File: src/rtl/seqmem_pkg.sv
package seqmem_pkg;
    typedef enum logic [1:0] {
        PH_START  = 2'd0,
        PH_MIDDLE = 2'd1,
        PH_FINAL  = 2'd2
    } phase_t;
endpackage

File: src/rtl/seqmem_therm_ptr.sv
module seqmem_therm_ptr
    import seqmem_pkg::*;
#(
    parameter int DEPTH = 8
) (
    input  logic             clk,
    input  logic             rst_n,
    input  logic             step,
    input  logic             restart,
    output logic [DEPTH-1:0] ptr,
    output logic             wrap,
    output logic             last_n
);
    localparam logic [DEPTH-1:0] ALL_ONES  = {DEPTH{1'b1}};
    localparam logic [DEPTH-1:0] FINAL_PAT = ALL_ONES << (DEPTH - 1);

    phase_t           phase;
    logic [DEPTH-1:0] ptr_nxt;

    // phase decode of the current pointer pattern
    always_comb begin
        if (ptr == ALL_ONES)       phase = PH_START;
        else if (ptr == FINAL_PAT) phase = PH_FINAL;
        else                       phase = PH_MIDDLE;
    end

    // transitions: ADVANCE, WRAP, RESTART
    always_comb begin
        ptr_nxt = ptr;
        unique case (phase)
            PH_START, PH_MIDDLE: if (step) ptr_nxt = ptr << 1;
            PH_FINAL:            if (step) ptr_nxt = ALL_ONES;
            default:             ptr_nxt = ALL_ONES;
        endcase
        if (restart) ptr_nxt = ALL_ONES;
    end

    // state register
    always_ff @(posedge clk or negedge rst_n) begin
        if (!rst_n) ptr <= ALL_ONES;
        else        ptr <= ptr_nxt;
    end

    // outputs
    always_comb begin
        last_n = (phase != PH_FINAL);
        wrap   = step && !restart && (phase == PH_FINAL);
    end
endmodule

File: src/rtl/seqmem_offset.sv
module seqmem_offset #(
    parameter int DEPTH = 8
) (
    input  logic             clk,
    input  logic             rst_n,
    input  logic             wrap,
    input  logic             rotate_en,
    output logic [DEPTH-1:0] base
);
    localparam logic [DEPTH-1:0] BASE_RST = {{(DEPTH-1){1'b0}}, 1'b1};

    always_ff @(posedge clk or negedge rst_n) begin
        if (!rst_n)                base <= BASE_RST;
        else if (wrap && rotate_en) base <= {base[DEPTH-2:0], base[DEPTH-1]};
    end
endmodule

File: src/rtl/seqmem_row_sel.sv
module seqmem_row_sel #(
    parameter int DEPTH = 8
) (
    input  logic [DEPTH-1:0] ptr,
    input  logic [DEPTH-1:0] base,
    output logic [DEPTH-1:0] row_sel
);
    logic [DEPTH-1:0] lsel;

    // boundary detect: a row fires where its bit is 1 and the bit below is 0
    generate
        for (genvar i = 0; i < DEPTH; i++) begin : g_edge
            if (i == 0) begin : g_bottom
                assign lsel[i] = ptr[i];
            end else begin : g_upper
                assign lsel[i] = ptr[i] & ~ptr[i-1];
            end
        end
    endgenerate

    // rotate the logical one-hot by the one-hot start offset
    always_comb begin
        row_sel = '0;
        for (int p = 0; p < DEPTH; p++) begin
            for (int o = 0; o < DEPTH; o++) begin
                row_sel[p] = row_sel[p] | (base[o] & lsel[(p + DEPTH - o) % DEPTH]);
            end
        end
    end
endmodule

File: src/rtl/seqmem_store.sv
module seqmem_store #(
    parameter int DEPTH = 8,
    parameter int WIDTH = 16
) (
    input  logic             clk,
    input  logic             rst_n,
    input  logic [DEPTH-1:0] row_sel,
    input  logic             wr,
    input  logic [WIDTH-1:0] wr_data,
    output logic [WIDTH-1:0] rd_data
);
    logic [WIDTH-1:0] rows [DEPTH];

    generate
        for (genvar r = 0; r < DEPTH; r++) begin : g_row
            always_ff @(posedge clk or negedge rst_n) begin
                if (!rst_n)                 rows[r] <= '0;
                else if (wr && row_sel[r])  rows[r] <= wr_data;
            end
        end
    endgenerate

    always_comb begin
        rd_data = '0;
        for (int r = 0; r < DEPTH; r++) begin
            if (row_sel[r]) rd_data = rd_data | rows[r];
        end
    end
endmodule

File: src/rtl/seqmem_ring.sv
module seqmem_ring #(
    parameter int DEPTH = 8,
    parameter int WIDTH = 16
) (
    input  logic             clk,
    input  logic             rst_n,
    input  logic             step,
    input  logic             restart,
    input  logic             wr_en,
    input  logic [WIDTH-1:0] wr_data,
    input  logic             rotate_en,
    output logic [WIDTH-1:0] rd_data,
    output logic             last_n
);
    logic [DEPTH-1:0] ptr;
    logic [DEPTH-1:0] base;
    logic [DEPTH-1:0] row_sel;
    logic             wrap;
    logic             wr;

    assign wr = step & wr_en & ~restart;

    seqmem_therm_ptr #(.DEPTH(DEPTH)) u_ptr (
        .clk(clk), .rst_n(rst_n), .step(step), .restart(restart),
        .ptr(ptr), .wrap(wrap), .last_n(last_n)
    );

    seqmem_offset #(.DEPTH(DEPTH)) u_off (
        .clk(clk), .rst_n(rst_n), .wrap(wrap), .rotate_en(rotate_en), .base(base)
    );

    seqmem_row_sel #(.DEPTH(DEPTH)) u_sel (
        .ptr(ptr), .base(base), .row_sel(row_sel)
    );

    seqmem_store #(.DEPTH(DEPTH), .WIDTH(WIDTH)) u_store (
        .clk(clk), .rst_n(rst_n), .row_sel(row_sel), .wr(wr),
        .wr_data(wr_data), .rd_data(rd_data)
    );
endmodule

File: config.mk
export PLATFORM = sky130hd
export DESIGN_NAME = seqmem_ring
export DESIGN_NICKNAME = d
export VERILOG_FILES = /design/src/rtl/seqmem_pkg.sv /design/src/rtl/seqmem_therm_ptr.sv /design/src/rtl/seqmem_offset.sv /design/src/rtl/seqmem_row_sel.sv /design/src/rtl/seqmem_store.sv /design/src/rtl/seqmem_ring.sv
export SDC_FILE = /design/constraint.sdc
export NUM_CORES = 1
export LEC_CHECK = 0
export BUFFER_PORTS_ARGS = -buffer_cell sky130_fd_sc_hd__buf_4
export CAP_MARGIN = 20
export CORE_MARGIN = 2
export CORE_UTILIZATION = 55
export CTS_CLUSTER_SIZE = 40
export DETAILED_ROUTE_END_ITERATION = 10
export GPL_ROUTABILITY_DRIVEN = 0
export HOLD_SLACK_MARGIN = 0.03
export PLACE_DENSITY = 0.79
export SETUP_SLACK_MARGIN = 0.3
export SLEW_MARGIN = 10
export SYNTH_ARGS = -nofsm -noshare
export SYNTH_HDL_FRONTEND = slang
export SYNTH_SLANG_ARGS = --single-unit
File: constraint.sdc
create_clock -name clk -period 7.37 [get_ports clk]
set_clock_uncertainty 0.2 [all_clocks]
set_input_delay 0.737 -clock clk [delete_from_list [all_inputs] [get_ports clk]]
set_output_delay 0.737 -clock clk [all_outputs]
set_load 0.01 [all_outputs]
==> results of run 1 <==
## power by group through the flow
stage | combinational, µW | sequential (µW) | clock [µW]
floorplan | 70.1 | 843 | 0
global placement | 117 | 851 | 0
detailed placement | 121 | 853 | 0
CTS | 122 | 838 | 845
global route | 136 | 842 | 881
finish | 123 | 839 | 834
## synthesized netlist by cell type, types with 2 or more instances
master / instances / share of area, %
a2111oi_0: 6 / 0.72
a2111oi_2: 10 / 2.1
a2111oi_4: 2 / 0.76
a21boi_0: 6 / 0.62
a21boi_1: 10 / 1.0
a22oi_1: 23 / 2.4
a22oi_2: 3 / 0.52
a2bb2oi_1: 2 / 0.24
a31oi_1: 33 / 2.8
and2b_4: 2 / 0.28
and3b_1: 6 / 0.72
and4_1: 3 / 0.36
buf_12: 2 / 0.55
buf_2: 10 / 0.69
buf_4: 11 / 1.1
buf_6: 5 / 0.78
clkbuf_1: 12 / 0.62
dfrtp_1: 135 / 47
dfstp_2: 9 / 3.3
inv_1: 34 / 1.8
mux2_1: 2 / 0.31
mux2_2: 124 / 19
mux2_4: 10 / 2.1
nand2_1: 46 / 2.4
nand2_2: 2 / 0.17
nand3_1: 9 / 0.62
nand3b_1: 15 / 1.6
nand4_1: 17 / 1.5
nor2_1: 2 / 0.10
nor2b_1: 4 / 0.34
o21ai_0: 20 / 1.4
## flip-flops by register name, summed over array words and instances, names as in the netlist
signal,cells
u_off.base,8
u_ptr.ptr,8
u_store.rows,128
## stage by stage
step | area [µm²] | std cells | hold slack, ns
floorplan | 7262 | 596 | 0.2414
global placement | 7485 | 765 | 0.2744
detailed placement | 7500 | 766 | 0.2869
CTS | 8079 | 798 | 0.07174
global route | 8118 | 800 | 0.1017
finish | 8118 | 800 | 0.05491
## cell type report
class / count / share of cell area, %
sequential: 144 / 44.53
multi-input combinational: 375 / 39.70
clock buffer: 19 / 5.580
timing repair buffer: 43 / 4.408
tap: 172 / 2.651
inverter: 34 / 1.572
clock inverter: 13 / 1.557
## routing by layer
layer | vias up | share of wire (%) | GRT usage [%]
li1 | 2240 | - | -
met1 | 2571 | 43 | 33.40
met2 | 191 | 49 | 41.02
met3 | 36 | 5.7 | 5.556
met4 | 0 | 2.5 | 10.71
met5 | - | 0 | 0
## final timing paths
path | slack [ns] | start | endpoint
setup / recovery | 3.03 | u_ptr.ptr[1] | rd_data[3]
hold / removal | 0.05 | rst_n | u_store.rows[90]
setup reg to reg | 3.73 | u_ptr.ptr[2] | u_store.rows[16]
hold reg to reg | 0.30 | u_store.rows[64] | u_store.rows[64]
max in group asynchronous | 5.83 | rst_n | u_store.rows[5]
min in group clk | 0.29 | step | u_ptr.ptr[0]
## worst register-to-register path: cells and delay by family (launching register included)
kind,cells,cell delay (ns)
flip-flops,1,0.64
multiplexers,1,0.51
AO/OA/AOI/OAI,1,0.13
AND/OR/NAND/NOR,3,2.03
## cells by family after synthesis
| group | count (synthesis) | share of synthesized area [%] |
|---|---|---|
| flip-flops | 144 | 49.78 |
| AO/OA/AOI/OAI | 124 | 13.63 |
| buffers and inverters | 77 | 5.841 |
| AND/OR/NAND/NOR | 115 | 9.149 |
| multiplexers | 136 | 21.61 |
==> results_dict.tcl, run 1 <==
set metrics [dict create \
    outcome "completed" \
    io_buffers 38 \
    fin_nets 637 \
    cts_resized 0 \
    max_cap_viol_count 0 \
    grt_overflow 0 \
    fp-row-count 41 \
    cpPeakStageDelay_ns 0.98 \
    cts_setup_buffers 0 \
    rsz0062_at_grt "false" \
    irDropWorstVdd_uv 171.4 \
    initialDrtViolationCount 501 \
    cts_buffers 17 \
    seq_area_um2 3615 \
    grt_max_degree 89 \
    synth_edf_count 0 \
    hold_viol 0 \
    max_freq_ghz 0.2305 \
    yosysSeqAreaShare_pct 49.78 \
    drt-pass1-iter-count 5 \
    crit_type "reg -> out" \
    post-place-ws_ns 3.513 \
    grt_pass1_vias 5190 \
    avgSynthCellArea_um2 12.18 \
    cts_root_buf "clkbuf_16" \
    drc 0 \
    cts_tree "done" \
    setup_viol 0 \
    async_reset_ff_share_pct 100.0 \
    switchingPower_uw 434.0 \
    path_clk_slew_ns 0.06 \
    ctsLongestPathBuffers 2 \
    yosys_most_used_dff "dfrtp_1" \
    cpLargestDelayFamily "compound AO/OA/AOI/OAI gates" \
    worstSetupEndpointType "output port" \
    path_buf_inv 1 \
    synth_fp_nets 618 \
    viasPerCell 6.298 \
    synth.cell_area_um2 7262 \
    drt_wl_total_mm 17.29 \
    p_total_uw 1796 \
    grt_first_pass_wirelength_mm 27.66 \
    clock-sinks 144 \
    final_common_cell "dfrtp_1" \
    clockPowerShare_pct 46.4 \
    mostFrequentLayoutCells "135 x dfrtp_1, 124 x mux2_2, 46 x nand2_1" \
    dieArea_um2 14140 \
    grt_use_total_pct 25.46 \
    seqPwrFrac_pct 46.7 \
    initial_utilization_pct 56.85 \
    hpwl_mm 10.38 \
    n_fill_cell 933 \
    path_depth 6 \
    area_growth_pct 11.79 \
    synth_seq_cells 144 \
    vias 5038 \
    drv_slew 0 \
    r2r_cells 5 \
    p_int_uw 1362 \
    syn_inst 596 \
    diodes 0 \
    maxSlewHeadroom_pct 30.53 \
    hold_path_class "in -> async" \
    final_util_pct 63.55 \
    min_period_over_period_pct 58.85 \
    ys_warn_count 0 \
    path_max_fanout 17 \
    ant_nets 0 \
    clk_latency_ns 0.43 \
    core_um2 12770 \
    crit_slowest_cell "a2111oi_4" \
    p_leak_uw 0.003833 \
    swShare_pct 24.16 \
    multi_input_area_um2 3223 \
    drive_above_1_share_pct 38.54 \
    synth_cell_type_count 52 \
    comb_power_share_pct 6.9 \
    arrival_ns 3.40 \
    ios 39 \
    postCtsHoldBufs 0 \
    path_cells "nor2b_1, a2111oi_4, a21boi_0, a2111oi_0, nand4_1, buf_4" \
    finalCriticalPeriod_ns 4.337 \
    h-tree-depth 4 \
    grt_antenna_before_repair 0 \
    die_h_um 118.9 \
    cp.required_ns 6.43 \
    setup_tns_ns 0 \
    wl_per_cell_um 21.62 \
    worst_pin_slew_ns 1.042 \
    powerDensity_nw_per_um2 221.3 \
    finalWorstSetupSlack_ns 3.033 \
    startpoint_type "register" \
    die_w_um 118.9 \
]
Note: power is estimated with default switching activity, not from simulation.
==> run 2: changes to the inputs <==
clock period = 4.2 ns   (was 7.37 ns; I/O delays follow)
==> results_dict.tcl, run 2 (same netlist as run 1, synthesis figures left out) <==
set metrics [dict create \
    die_w_um 118.9 \
    grt_use_total_pct 27.04 \
    reg_top3 "u_store.rows x128, u_off.base x8, u_ptr.ptr x8" \
    startpoint_type "register" \
    dp.cells 777 \
    die_h_um 118.9 \
    crit_type "reg -> out" \
    path_max_fanout 17 \
    cts_resized 0 \
    viasPerCell 6.396 \
    worstSetupEndpointType "output port" \
    cts_root_buf "clkbuf_16" \
    wl_per_cell_um 22.41 \
    core_um2 12770 \
    setup_tns_ns 0 \
    path_clk_slew_ns 0.06 \
    maxSlewHeadroom_pct 24.58 \
    h-tree-depth 4 \
    regMostFlops "u_store.rows" \
    final_common_cell "dfrtp_1" \
    vias 5181 \
    ant_nets 0 \
    dieArea_um2 14140 \
    outcome "completed" \
    hpwl_mm 10.75 \
    clock-sinks 144 \
    worst_pin_slew_ns 1.131 \
    fp-row-count 41 \
    drive_above_1_share_pct 38.87 \
    initialDrtViolationCount 411 \
    irDropWorstVdd_uv 434.9 \
    clk_latency_ns 0.42 \
    arrival_ns 3.19 \
    cts_tree "done" \
    setup_viol 0 \
    io_buffers 38 \
    p_leak_uw 0.003899 \
    diodes 0 \
    largest_register_ffs 128 \
    grt_antenna_before_repair 0 \
    fin_nets 648 \
    hold_path_class "in -> reg" \
    drc 0 \
    ctsLongestPathBuffers 2 \
    grt_max_degree 95 \
    max_freq_ghz 0.2622 \
    grt_overflow 0 \
    mostFrequentLayoutCells "135 x dfrtp_1, 124 x mux2_2, 51 x buf_4" \
    finalCriticalPeriod_ns 3.815 \
    area_growth_pct 13.46 \
    crit_slowest_cell "or4_1" \
    cts_buffers 17 \
    drv_slew 0 \
    initial_utilization_pct 56.85 \
    cpPeakStageDelay_ns 0.92 \
    cp.required_ns 3.58 \
    path_cells "and2b_4, a22o_1, or4_1, a22oi_1, nand4_1, buf_4" \
    drt_wl_total_mm 18.15 \
    grt_first_pass_wirelength_mm 29.61 \
    rsz0062_at_grt "false" \
    drt-pass1-iter-count 5 \
    ios 39 \
    hold_viol 0 \
    postCtsHoldBufs 2 \
    cts_setup_buffers 0 \
    max_cap_viol_count 0 \
    grt_pass1_vias 5523 \
    fin_cells 810 \
    powerDensity_nw_per_um2 404.4 \
    min_period_over_period_pct 90.82 \
]
run 2: cell count changes in the layout (fill, tap and decap cells not counted), sizes merged:
cell         before  now
dlygate4sd3       0    2
inv              39   34
buf              43   52
clkbuf           19   21
bufinv            1    5
clkinv            4    3
clkinvlp          3    2
run 2: path summary, 6_finish.rpt:
| kind | start | to | slack, ns | cells after the start |
|---|---|---|---|---|
| worst max-delay path | u_ptr.ptr[3] | rd_data[10] | 0.39 | 6 |
| worst min-delay path | wr_data[5] | u_store.rows[5] | 0.08 | 2 |
| worst max register to register | u_ptr.ptr[5] | u_store.rows[19] | 0.82 | 6 |
| worst min register to register | u_store.rows[54] | u_store.rows[54] | 0.30 | 1 |
| max in group asynchronous | rst_n | u_store.rows[11] | 2.44 | 3 |
| min in group asynchronous | rst_n | u_store.rows[122] | 0.44 | 2 |
run 2: cell type report:
type	instances	area, µm²
Fill cell	928	4534
Sequential cell	144	3615
Multi-Input combinational cell	375	3223
Clock buffer	21	460.4
Timing Repair Buffer	54	414.1
Tap cell	172	215.2
Clock inverter	10	183.9
Inverter	34	127.6
run 2: routing by layer:
| layer | routed length [µm] | vias up | global-route usage, % |
|---|---|---|---|
| li1 | - | 2249 | - |
| met1 | 7529 | 2678 | 35.00 |
| met2 | 9043 | 219 | 43.43 |
| met3 | 1122 | 35 | 5.939 |
| met4 | 455 | 0 | 12.65 |
| met5 | 0 | - | 0 |
run 2: critical path: cells and delay by family, from the launching register on:
kind / cells / cell delay, ns
flops: 1 / 0.65
compound gates: 2 / 0.57
buf+inv: 1 / 0.19
simple gates: 3 / 1.35
run 2: report_power, final:
group / switching (µW) / internal, µW
sequential: 36.7 / 1440
combinational: 117 / 97.3
clock: 563 / 1080
total: 717 / 2620
run 2: stage by stage:
| step | total power, µW | cell area, µm² | worst slack (ns) | hold WS (ns) | util (%) |
|---|---|---|---|---|---|
| after floorplan | 1602 | 7262 | 1.628 | -0.07559 | - |
| after global placement | 1699 | 7575 | 0.9862 | 0.2755 | 59.30 |
| after detailed placement | 1710 | 7575 | 0.8994 | 0.2863 | 59.30 |
| after CTS | 3351 | 8239 | 0.4473 | 0.07284 | 64.50 |
| after global routing | 3445 | 8239 | 0.3283 | 0.08975 | 64.50 |
| final | 3332 | 8239 | 0.3854 | 0.08165 | 64.50 |
